===== src/rtl/enc_pkg.sv =====
package enc_pkg;
    typedef struct packed {
        logic busy;
        logic done;
    } run_flags_t;
endpackage


===== src/rtl/enc_pt_store.sv =====
module enc_pt_store #(
    parameter int CODE_N = 20,
    parameter int HEAD_W = 12,
    parameter int CW     = 3
) (
    input  logic              clk,
    input  logic              rst_n,
    input  logic              load_en,
    input  logic [CODE_N-1:0] pt_in,
    input  logic              busy,
    input  logic [CW-1:0]     col_idx,
    output logic              key_bit,
    output logic [HEAD_W-1:0] head
);
    localparam int IW = (CODE_N > 1) ? $clog2(CODE_N) : 1;

    logic [CODE_N-1:0] pt_d, pt_q;
    logic [IW-1:0]     bit_idx;

    always_comb begin
        pt_d = pt_q;
        if (load_en) pt_d = pt_in;
        bit_idx = IW'(HEAD_W) + IW'(col_idx);
        key_bit = pt_q[bit_idx];
        head    = pt_q[HEAD_W-1:0];
    end

    always_ff @(posedge clk or negedge rst_n) begin
        if (!rst_n) pt_q <= '0;
        else        pt_q <= pt_d;
    end

    // plaintext frozen for the whole run
    p_pt_frozen_r2: assert property (@(posedge clk) disable iff (!rst_n)
        busy |=> $stable(pt_q));
endmodule


===== src/rtl/enc_col_seq.sv =====
module enc_col_seq
    import enc_pkg::*;
#(
    parameter int KC = 8,
    parameter int CW = 3
) (
    input  logic          clk,
    input  logic          rst_n,
    input  logic          start,
    input  logic          col_valid,
    output logic          init,
    output logic          take,
    output logic [CW-1:0] col_idx,
    output logic          busy,
    output logic          done
);
    localparam logic [CW-1:0] LAST = CW'(KC - 1);

    typedef struct packed {
        run_flags_t    flg;
        logic [CW-1:0] cnt;
    } seq_t;

    seq_t st_d, st_q;

    always_comb begin
        st_d = st_q;
        init = start && !st_q.flg.busy;
        take = col_valid && st_q.flg.busy;
        if (init) begin
            st_d.flg.busy = 1'b1;
            st_d.flg.done = 1'b0;
            st_d.cnt      = '0;
        end else if (take) begin
            if (st_q.cnt == LAST) begin
                st_d.flg.busy = 1'b0;
                st_d.flg.done = 1'b1;
            end else begin
                st_d.cnt = st_q.cnt + 1'b1;
            end
        end
    end

    always_ff @(posedge clk or negedge rst_n) begin
        if (!rst_n) st_q <= '0;
        else        st_q <= st_d;
    end

    assign col_idx = st_q.cnt;
    assign busy    = st_q.flg.busy;
    assign done    = st_q.flg.done;

    p_idx_bound_r4: assert property (@(posedge clk) disable iff (!rst_n)
        busy |-> (col_idx <= LAST));
    p_gap_hold_r5: assert property (@(posedge clk) disable iff (!rst_n)
        busy && !col_valid |=> busy && $stable(col_idx));
    p_done_last_r6: assert property (@(posedge clk) disable iff (!rst_n)
        busy && col_valid && col_idx == LAST |=> done && !busy);
    p_flags_excl_r6: assert property (@(posedge clk) disable iff (!rst_n)
        !(busy && done));
    p_restart_ignored_r8: assert property (@(posedge clk) disable iff (!rst_n)
        busy && start && !col_valid |=> busy && !done);
endmodule


===== src/rtl/enc_xor_acc.sv =====
module enc_xor_acc #(
    parameter int W = 12
) (
    input  logic         clk,
    input  logic         rst_n,
    input  logic         init,
    input  logic [W-1:0] init_val,
    input  logic         take,
    input  logic         use_col,
    input  logic [W-1:0] col,
    output logic [W-1:0] acc
);
    logic [W-1:0] acc_d, acc_q;
    logic [W-1:0] gated;

    always_comb begin
        gated = col & {W{use_col}};
        acc_d = acc_q;
        if (init)      acc_d = init_val;
        else if (take) acc_d = acc_q ^ gated;
    end

    always_ff @(posedge clk or negedge rst_n) begin
        if (!rst_n) acc_q <= '0;
        else        acc_q <= acc_d;
    end

    assign acc = acc_q;

    p_skip_col_r4: assert property (@(posedge clk) disable iff (!rst_n)
        !init && !(take && use_col) |=> $stable(acc_q));
endmodule


===== src/rtl/sys_syndrome_enc.sv =====
module sys_syndrome_enc #(
    parameter int FIELD_M = 4,
    parameter int ERR_T   = 3,
    parameter int CODE_N  = 20
) (
    input  logic                       clk,
    input  logic                       rst_n,
    input  logic                       pt_load,
    input  logic [CODE_N-1:0]          pt_data,
    input  logic                       start,
    input  logic                       col_valid,
    input  logic [FIELD_M*ERR_T-1:0]   col_data,
    output logic                       busy,
    output logic                       done,
    output logic [FIELD_M*ERR_T-1:0]   ct
);
    localparam int MT = FIELD_M * ERR_T;
    localparam int KC = CODE_N - MT;
    localparam int CW = (KC > 1) ? $clog2(KC) : 1;

    logic          init, take, key_bit, load_en;
    logic [CW-1:0] col_idx;
    logic [MT-1:0] head;

    assign load_en = pt_load && !busy && !start;

    enc_col_seq #(.KC(KC), .CW(CW)) i_seq (
        .clk(clk), .rst_n(rst_n), .start(start), .col_valid(col_valid),
        .init(init), .take(take), .col_idx(col_idx), .busy(busy), .done(done)
    );

    enc_pt_store #(.CODE_N(CODE_N), .HEAD_W(MT), .CW(CW)) i_pt (
        .clk(clk), .rst_n(rst_n), .load_en(load_en), .pt_in(pt_data),
        .busy(busy), .col_idx(col_idx), .key_bit(key_bit), .head(head)
    );

    enc_xor_acc #(.W(MT)) i_acc (
        .clk(clk), .rst_n(rst_n), .init(init), .init_val(head),
        .take(take), .use_col(key_bit), .col(col_data), .acc(ct)
    );

    p_init_head_r3: assert property (@(posedge clk) disable iff (!rst_n)
        start && !busy |=> busy && !done && ct == $past(head));
    p_ct_hold_r7: assert property (@(posedge clk) disable iff (!rst_n)
        !busy && !start |=> $stable(ct) && $stable(done));
    p_joint_load_r9: assert property (@(posedge clk) disable iff (!rst_n)
        start && pt_load && !busy |=> ct == $past(head));
endmodule


===== config.mk =====
export PLATFORM = sky130hd
export DESIGN_NAME = sys_syndrome_enc
export DESIGN_NICKNAME = d
export VERILOG_FILES = /design/src/rtl/enc_pkg.sv /design/src/rtl/enc_pt_store.sv /design/src/rtl/enc_col_seq.sv /design/src/rtl/enc_xor_acc.sv /design/src/rtl/sys_syndrome_enc.sv
export SDC_FILE = /design/constraint.sdc
export NUM_CORES = 1
export LEC_CHECK = 0
export ABC_CLOCK_PERIOD_IN_PS = 1480
export BUFFER_PORTS_ARGS = -buffer_cell sky130_fd_sc_hd__buf_4
export CAP_MARGIN = 10
export CORE_ASPECT_RATIO = 0.8
export CORE_MARGIN = 2
export CORE_UTILIZATION = 47
export DETAILED_ROUTE_END_ITERATION = 10
export GPL_ROUTABILITY_DRIVEN = 0
export PLACE_DENSITY_LB_ADDON = 0.25
export SLEW_MARGIN = 0
export SYNTH_ARGS = -nofsm -noshare
export SYNTH_HDL_FRONTEND = slang
export SYNTH_SLANG_ARGS = --single-unit

===== constraint.sdc =====
create_clock -name clk -period 1.48 [get_ports clk]
set_input_delay 0.222 -clock clk [delete_from_list [all_inputs] [get_ports clk]]
set_output_delay 0.222 -clock clk [all_outputs]
set_load 0.02 [all_outputs]

# Yosys cells after proc, flatten, opt, wreduce, memory -nomap -nowiden

Index checks and enable logic that the tools add are counted.

Input port bits: 37
RAM bits: 0
Output and inout bits: 14
Register bits after elaboration: 37
Memories kept: 0
Memory bits (read-only): 0
Bits in latches: 0
Logic and storage cells: 30

Div/mod/pow operators: 0
Order comparisons: 1
Bitwise logic cells: 2
Reduce and logical (&&, ||, !) cells: 10
Shift-type cells: 0
Mux-type cells: 8
Equal/unequal tests: 2
Add/subtract/negate cells: 2
Multiply operators: 0

Operator list:

| operator            | count |
|---|---|
| $mux 12             | 2 |
| $and 12x12->12      | 1 |
| $xor 12x12->12      | 1 |
| $mux 5              | 2 |
| $lt 5x6->1 const B  | 1 |
| $add 4x3->5 const A | 1 |
| $bmux 1 s5          | 1 |
| $logic_and 1x1->1   | 4 |
| $reduce_and 2->1    | 2 |
| $reduce_bool 2->1   | 2 |
| $add 3x1->3 const B | 1 |
| $eq 3x3->1 const B  | 1 |
| $mux 3              | 1 |
| $logic_not 1->1     | 2 |
| $mux 2              | 1 |
| $ne 2x1->1 const B  | 1 |
| $mux 1              | 1 |

# Longest topological paths before layout

Gate-level depths: netlist of the first run.

Word-level depth: 7
Depth in mapped cells: 6
Depth with buffers taken out: 5

# Hierarchy

Synthesis of the first run repeated with hierarchy kept, for this count alone.

Cell total of the unflattened synthesis: 151
Area total of the unflattened synthesis: 1808.0 um^2

By module, submodules not included:

| module           | area an instance (um^2) | times used | sequential area each (um^2) | cells each |
|---|---|---|---|---|
| enc_pt_store     | 889.6                   | 1          | 500.5                       | 57 |
| enc_xor_acc      | 610.6                   | 1          | 300.3                       | 64 |
| enc_col_seq      | 295.3                   | 1          | 125.1                       | 29 |
| sys_syndrome_enc | 12.5                    | 1          | 0.0                         | 1 |

# Worst setup path before layout of the first run

No wires, ideal clock.

Path kind: register to register
Start point: reg i_seq.st_q, in the netlist i_seq.busy
End point: reg i_acc.acc_q[0], in the netlist i_acc.acc[0]
Setup slack: -0.169 ns
Period minus slack after synthesis: 1.649 ns
Data required time: 1.400 ns
Stages on the path, launching flop included: 6
Setup time: 0.080 ns
Path buffers: 2
Arrival: 1.569 ns
Cells stage by stage: dfrtp_1 clkbuf_1 o311ai_2 clkbuf_2 or4_1 o211ai_2

Cells in the longest elaborated chain, start to end: 3
Elaborated cells on any way between the ends: 5
Classes of those cells: 1 x mux; 4 x reduce/logical

Ends and longest elaborated chain:

| what                                                | RTL line          | source |
|---|---|---|
| start: declaration                                  | enc_col_seq.sv:24 | `seq_t st_d, st_q;` |
| start signal: assignment                            | enc_col_seq.sv:46 | `else st_q <= st_d;` |
| $logic_not 1->1                                     | enc_col_seq.sv:28 | `init = start && !st_q.flg.busy;` |
| $logic_and 1x1->1                                   | enc_col_seq.sv:28 |  |
| $mux 12 / $reduce_bool 2->1 (equally long branches) | -                 |  |
| end signal: assignment                              | enc_xor_acc.sv:24 | `if (!rst_n) acc_q <= '0;` |
| end signal: assignment                              | enc_xor_acc.sv:25 | `else acc_q <= acc_d;` |
| end: declaration                                    | enc_xor_acc.sv:13 | `logic [W-1:0] acc_d, acc_q;` |

Several ways; a longest one is shown, not always the timed one.
A chain may end at the register's enable or synchronous reset.

# Worst setup path after layout of the first run

Start point: reg i_seq.st_q, in the netlist i_seq.col_idx[0]
End point: reg i_acc.acc_q[10], in the netlist i_acc.acc[10]

Cells in the longest elaborated chain, start to end: 7

Ends and longest elaborated chain:

| what                         | RTL line           | source |
|---|---|---|
| $add 4x3->5                  | enc_pt_store.sv:23 | `bit_idx = IW'(HEAD_W) + IW'(col_idx);` |
| $bmux 1 s5                   | enc_pt_store.sv:24 | `key_bit = pt_q[bit_idx];` |
| $mux 1 (not written as such) | enc_pt_store.sv:24 |  |
| $and 12x12->12               | enc_xor_acc.sv:17  | `gated = col & {W{use_col}};` |
| $xor 12x12->12               | enc_xor_acc.sv:20  | `else if (take) acc_d = acc_q ^ gated;` |
| $mux 12                      | enc_xor_acc.sv:20  |  |
| $mux 12                      | enc_xor_acc.sv:19  | `if (init) acc_d = init_val;` |

Every way passes these cells. The select of a mux whose other input is x is not followed.

==> run_results.csv, run 1 <==
group,metric,value,unit
clock_tree,cts.clk_slew.worst_paths,0.08,ns
sta,period_share,113.3,%
sta,tightestPinTransition,0.5721,ns
synth,synthTopCellsByArea,"dfrtp_1, mux2_2, o211ai_2",
synth,synth_top_cell_by_area,"dfrtp_1",
synth,ys_warn_count,0,
clock_tree,clockBufferDepth,2,
critical_path,start_kind,"flip-flop",
floorplan,start_util,49.31,%
finish,fillCellCount,263,
sta,fin_hold_ws,0.1587,ns
finish,layout_commonest_cell,"buf_4",
floorplan,ioPinCount,51,
grt,grt_max_degree,38,
synth,syn_area,0.001876,mm²
power_and_ir_drop,total_power,5.447,mW
detailed_routing,vias_per_cell,5.630,
finish,layout_common_cells,"buf_4, dfrtp_1, mux2_2, nand2b_1, nand2_1",
critical_path,critPathRequiredTime,1.65,ns
critical_path,endpoint_kind,"flip-flop",
finish,multi_input_area,996.0,µm²
detailed_routing,dr.pass1.iters,4,
grt,use_met2,44.12,%
sta,maxSlewHeadroom,61.82,%
grt,use_met3,4.983,%
finish,drive_gt1_share,59.29,%
synth,synth-seq-cells,37,
floorplan,die_h,60.50,µm
critical_path,crit_type,"flip-flop to flip-flop",
detailed_routing,drc,0,
placement,post-place-ws,-0.6493,ns
critical_path,critPathMaxStageDelay,0.47,ns
flow_run,cap_violations,0,
detailed_routing,post_drt_wl_per_cell,18.96,µm
finish,seqCellArea,928.4,µm²
floorplan,coreArea,0.003804,mm²
grt,grt_use_total,24.29,%
grt,use_met1,30.07,%
synth,synth.distinct_cells,27,
synth,yosysSeqAreaShare,49.37,%
critical_path,crit_chain,"mux2_4 > o311ai_4 > buf_6 > or4_1 > o211ai_2",
sta,fin_skew,0.006550,ns
clock_tree,worstSkewPairLatency,0.29,ns
outcome,violations,"setup timing",
grt,antenna_found_initial,0,
detailed_routing,wl,5327,µm
power_and_ir_drop,vdd_ir_drop_max,0.001124,V
worst_hold_path,holdCritPathClass,"input pin to flip-flop",
floorplan,num_rows,20,
synth,syn_inst,155,
critical_path,crit_arrival,1.85,ns
sta,finalHoldViolCount,0,
critical_path,worst-path-buf-inv,1,
finish,syn_to_final_growth,45.16,%
synth,syn_area_per_cell,12.10,µm²
critical_path,path_max_fanout,6,
power_and_ir_drop,power.density,2000,mW/mm²
sta,rsz0062_at_grt,"true",
detailed_routing,drtIter0Drc,174,
critical_path,crit_slowest_cell,"dfrtp_2",
clock_tree,root_buffer,"clkbuf_8",
sta,fmax,596.5,MHz
grt,grt_pass1_vias,1632,
placement,portBuffers,50,
critical_path,critPathTopFamily,"flip-flops",
synth,synth_nets,194,
sta,maxSlewViolCount,0,
sta,fin_ws,-0.1964,ns
outcome,status,"complete, but fails checks",
detailed_routing,ant_nets,0,
placement,hpwl,3368,µm
clock_tree,tritoncts,"built",
sta,setup_viol,15,
finish,num_antenna_cells,0,
floorplan,die_x,74.63,µm
finish,fin_nets,264,
power_and_ir_drop,leakage,1.246,nW
detailed_routing,num_vias,1582,
sta,finalCriticalPeriod,1.676,ns
grt,grt_overflow,0,
synth,synth_top_area_share,49.37,%
floorplan,dieArea,0.004515,mm²
clock_tree,cts_buffers,5,
grt,grt_pass1_wl,7990,µm
clock_tree,htreeDepth,2,
clock_tree,clkSinkCount,37,
grt,busiest_layer,"met2",
-- repair_timing --
item                       CTS  global route
resized for setup           27            13
hold buffers                 1             0
pin swaps                    6             2
setup endpoints to repair   35            36
gates cloned                 4             1
setup buffers                5             0
hold endpoints to repair    37             0
-- per-layer routing --
layer | part of all wire, % | up-vias
met1 | 38 | 794
met3 | 7.7 | 8
li1 | - | 715
met4 | 1.1 | 0
met5 | 0 | -
met2 | 53 | 65
-- stage by stage --
step | instances | setup TNS (ns) | instance area (µm²) | utilization [%]
after floorplan | 155 | -0.6954 | 1907 | -
after global placement | 262 | -6.983 | 2375 | 62.43
after detailed placement | 262 | -8.567 | 2375 | 62.43
after CTS | 280 | -2.068 | 2650 | 69.67
after global routing | 281 | -3.236 | 2723 | 71.58
final | 281 | -2.164 | 2723 | 71.58
-- final cells by class --
cell class                      count  area share (%)
Multi-Input combinational cell    107           36.58
Sequential cell                    37           34.10
Timing Repair Buffer               72           22.24
Clock buffer                        7           3.171
Tap cell                           55           2.528
Clock inverter                      1           1.103
Inverter                            2          0.2757
-- cell families after synthesis --
logic type,Yosys count,share of synthesized area [%]
AO/OA/AOI/OAI,33,16.94
adder cells (fa/ha/maj),2,1.334
buffers and inverters,11,3.002
flip-flops,37,49.37
multiplexers,25,14.94
AND/OR/NAND/NOR,47,14.41
-- synth_stat cells --
cell and number:
nand2b_1 15, and3_4 1, clkbuf_1 4, o311ai_2 1
o21ai_0 2, a31oi_1 1, o211ai_2 10, ha_1 2
mux2_2 22, o211ai_1 2, nor3_1 1, and2_1 1
a2bb2oi_1 12, buf_4 1, buf_2 2, mux2_1 2
or4_1 12, a22o_1 2, o22ai_2 1, nand2_1 13
clkbuf_2 1, mux2i_1 1, nor2_1 4, buf_6 1
dfrtp_1 37, inv_1 2, a21oi_1 2
-- flip-flops by register name, indices dropped and copies added (netlist names) --
register,flops
i_pt.pt_q,20
i_acc.acc,12
i_seq.col_idx,3
i_seq.busy,1
i_seq.done,1
-- worst reg2reg max path: cells and delay by family (launching register included) --
kind / cells / cell delay, ns
flip-flops: 1 / 0.47
AO/OA/AOI/OAI: 2 / 0.43
buffers and inverters: 1 / 0.19
multiplexers: 1 / 0.33
AND/OR/NAND/NOR: 1 / 0.15
-- path summary, 6_finish.rpt --
check                           cells after the start               end  slack [ns]             start
worst max-delay path                                5     i_acc.acc[10]       -0.20  i_seq.col_idx[0]
worst min-delay path                                2      i_pt.pt_q[6]        0.16        pt_data[6]
worst max register to register                      5     i_acc.acc[10]       -0.20  i_seq.col_idx[0]
worst min register to register                      1     i_pt.pt_q[18]        0.51     i_pt.pt_q[18]
max in group asynchronous                           2  i_seq.col_idx[0]        0.69             rst_n
min in group asynchronous                           2      i_acc.acc[9]        0.43             rst_n
-- report_power, final --
part / total [mW] / switching (mW) / internal (mW) / leakage (nW)
clock: 0.921 / 0.371 / 0.550 / 0.0585
combinational: 2.70 / 1.27 / 1.43 / 0.755
sequential: 1.83 / 0.357 / 1.47 / 0.433
No activity file was read; power rests on OpenSTA's default activity.
==> run 2, diff against run 1 <==
--- a/config.mk
+++ b/config.mk
@@ -13,7 +13,7 @@
 export CORE_UTILIZATION = 47
 export DETAILED_ROUTE_END_ITERATION = 10
 export GPL_ROUTABILITY_DRIVEN = 0
-export PLACE_DENSITY_LB_ADDON = 0.25
+export PLACE_DENSITY = 0.79
 export SLEW_MARGIN = 0
 export SYNTH_ARGS = -nofsm -noshare
 export SYNTH_HDL_FRONTEND = slang
==> run 2 against run 1 <==
  * The flow still finishes with violations (setup timing)
  * Utilization decreased by 3.1 points
  * Fmax decreased by 0.77%
  * Via count decreased by 3.6%
  * Register-to-register slack about the same
  * Setup slack got worse by 0.013 ns
  * Flip-flop and latch count unchanged
  * Routed wire length decreased by 13%
  * Clock-buffer cell count unchanged
  * Critical path type unchanged
  * Highest routed layer unchanged
==> run_results.csv, run 2 (synthesis results as in run 1) <==
group,metric,value,unit
clock_tree,htreeDepth,2,
outcome,status,"complete, but fails checks",
placement,hpwl,3297,µm
floorplan,coreArea,0.003804,mm²
worst_hold_path,holdCritStartpoint,"pt_data[12]",
sta,fin_ws,-0.2094,ns
grt,grt_pass1_wl,7300,µm
power_and_ir_drop,power.density,1935,mW/mm²
sta,fmax,591.9,MHz
placement,dp_cells,265,
clock_tree,tritoncts,"built",
detailed_routing,dr.pass1.iters,4,
detailed_routing,ant_nets,0,
finish,largest-register,"i_pt.pt_q",
critical_path,path_max_fanout,7,
critical_path,crit_type,"flip-flop to flip-flop",
sta,maxSlewHeadroom,42.23,%
critical_path,r2r_slack,-0.21,ns
grt,grt_max_degree,38,
sta,finalHoldViolCount,0,
clock_tree,cts_buffers,5,
finish,largest_reg_flops,20,
grt,antenna_found_initial,0,
finish,num_antenna_cells,0,
sta,period_share,114.1,%
sta,maxSlewViolCount,0,
clock_tree,worstSkewPairLatency,0.30,ns
floorplan,num_rows,20,
sta,fin_skew,0.01363,ns
detailed_routing,wl,4649,µm
critical_path,endpoint_kind,"flip-flop",
finish,fin_nets,259,
clock_tree,clkSinkCount,37,
detailed_routing,post_drt_wl_per_cell,16.91,µm
finish,drive_gt1_share,57.27,%
finish,layout_commonest_cell,"buf_4",
power_and_ir_drop,leakage,1.183,nW
sta,rsz0062_at_grt,"true",
grt,grt_use_total,22.56,%
floorplan,dieArea,0.004515,mm²
worst_hold_path,hold_end,"i_pt.pt_q[12]",
finish,fin_cells,275,
critical_path,rr_endpoint,"i_acc.acc[1]",
critical_path,crit_arrival,1.90,ns
floorplan,start_util,49.31,%
critical_path,reg2reg_depth,5,
critical_path,start_kind,"flip-flop",
clock_tree,root_buffer,"clkbuf_8",
critical_path,critPathRequiredTime,1.69,ns
finish,syn_to_final_growth,38.89,%
floorplan,die_x,74.63,µm
sta,fin_hold_ws,0.1487,ns
power_and_ir_drop,vdd_ir_drop_max,0.0009572,V
detailed_routing,num_vias,1525,
worst_hold_path,worstHoldPathCells,2,
critical_path,crit_slowest_cell,"or4_1",
sta,tightestPinTransition,0.8633,ns
flow_run,cap_violations,0,
clock_tree,cts.clk_slew.worst_paths,0.08,ns
critical_path,critPathMaxStageDelay,0.56,ns
floorplan,die_h,60.50,µm
critical_path,crit_chain,"buf_6 > mux2i_2 > and3_4 > or4_1 > o211ai_2",
sta,setup_viol,12,
worst_hold_path,holdCritPathClass,"input pin to flip-flop",
critical_path,rr_startpoint,"i_seq.col_idx[0]",
grt,grt_pass1_vias,1587,
clock_tree,clockBufferDepth,2,
placement,portBuffers,50,
detailed_routing,drtIter0Drc,52,
grt,grt_overflow,0,
finish,layout_common_cells,"buf_4, dfrtp_1, mux2_2, nand2b_1, nand2_1",
floorplan,ioPinCount,51,
sta,finalCriticalPeriod,1.689,ns
outcome,violations,"setup timing",
detailed_routing,vias_per_cell,5.545,
detailed_routing,drc,0,
[run 2: metrics by stage]
step / setup slack [ns] / util [%] / power (mW) / area, µm² / TNS, ns
2_1_floorplan: -0.06954 / - / 3.235 / 1907 / -0.6954
3_3_place_gp: -0.1537 / 63.36 / 3.922 / 2410 / -1.547
3_5_place_dp: -0.2219 / 63.36 / 4.046 / 2410 / -2.440
4_1_cts: -0.1995 / 67.96 / 5.001 / 2585 / -2.070
5_1_grt: -0.2528 / 68.49 / 5.344 / 2605 / -3.374
6_report: -0.2094 / 68.49 / 5.041 / 2605 / -2.046
[run 2: routing by layer]
layer  vias up  wire length, µm  global-route usage (%)
li1        709                -                       -
met1       761             1882                   25.32
met2        41             2381                   38.56
met3        14              205                   5.150
met4         0              180                   15.56
met5         -                0                       0
[run 2: worst max-delay path, delay by kind of cell (launching register included)]
family | cells | cell delay [ns]
mux | 1 | 0.15
simple gates | 2 | 0.77
flops | 1 | 0.47
buf+inv | 1 | 0.14
compound gates | 1 | 0.08
[run 2: power by group]
group | internal (mW) | leakage [nW] | total (mW) | switching [mW]
Clock | 0.369 | 0.0443 | 0.717 | 0.348
Combinational | 1.36 | 0.706 | 2.49 | 1.13
Sequential | 1.47 | 0.433 | 1.83 | 0.358
Total | 3.20 | 1.18 | 5.04 | 1.84
[run 2: worst max-delay path by stage]
stage	from	end	slack, ns	cells past startpoint
after detailed placement	i_seq.col_idx[0]	i_acc.acc[0]	-0.22	5
after global routing	i_seq.col_idx[0]	i_acc.acc[1]	-0.25	5
after global placement	i_seq.col_idx[0]	i_acc.acc[0]	-0.15	5
final	i_seq.col_idx[0]	i_acc.acc[1]	-0.21	5
after CTS	i_seq.col_idx[0]	i_acc.acc[7]	-0.20	5
after floorplan	i_seq.col_idx[0]	i_acc.acc[0]	-0.07	5
[run 2: area by class of cell]
cell class,instances,area (µm²)
Timing Repair Buffer,66,521.8
Sequential cell,37,928.4
Fill cell,285,1199
Multi-Input combinational cell,108,992.2
Clock buffer,7,86.33
Inverter,2,7.507
Tap cell,55,68.82
[run 2: timing repair]
item / 4_1_cts / 5_1_grt
buffers inserted: 0 / 1
cloned: 1 / 0
hold buffers: 1 / 0
endpoints found under the setup margin: 15 / 35
gates resized for setup: 22 / 3
pin swaps: 10 / 1
endpoints found under the hold margin: 37 / 0
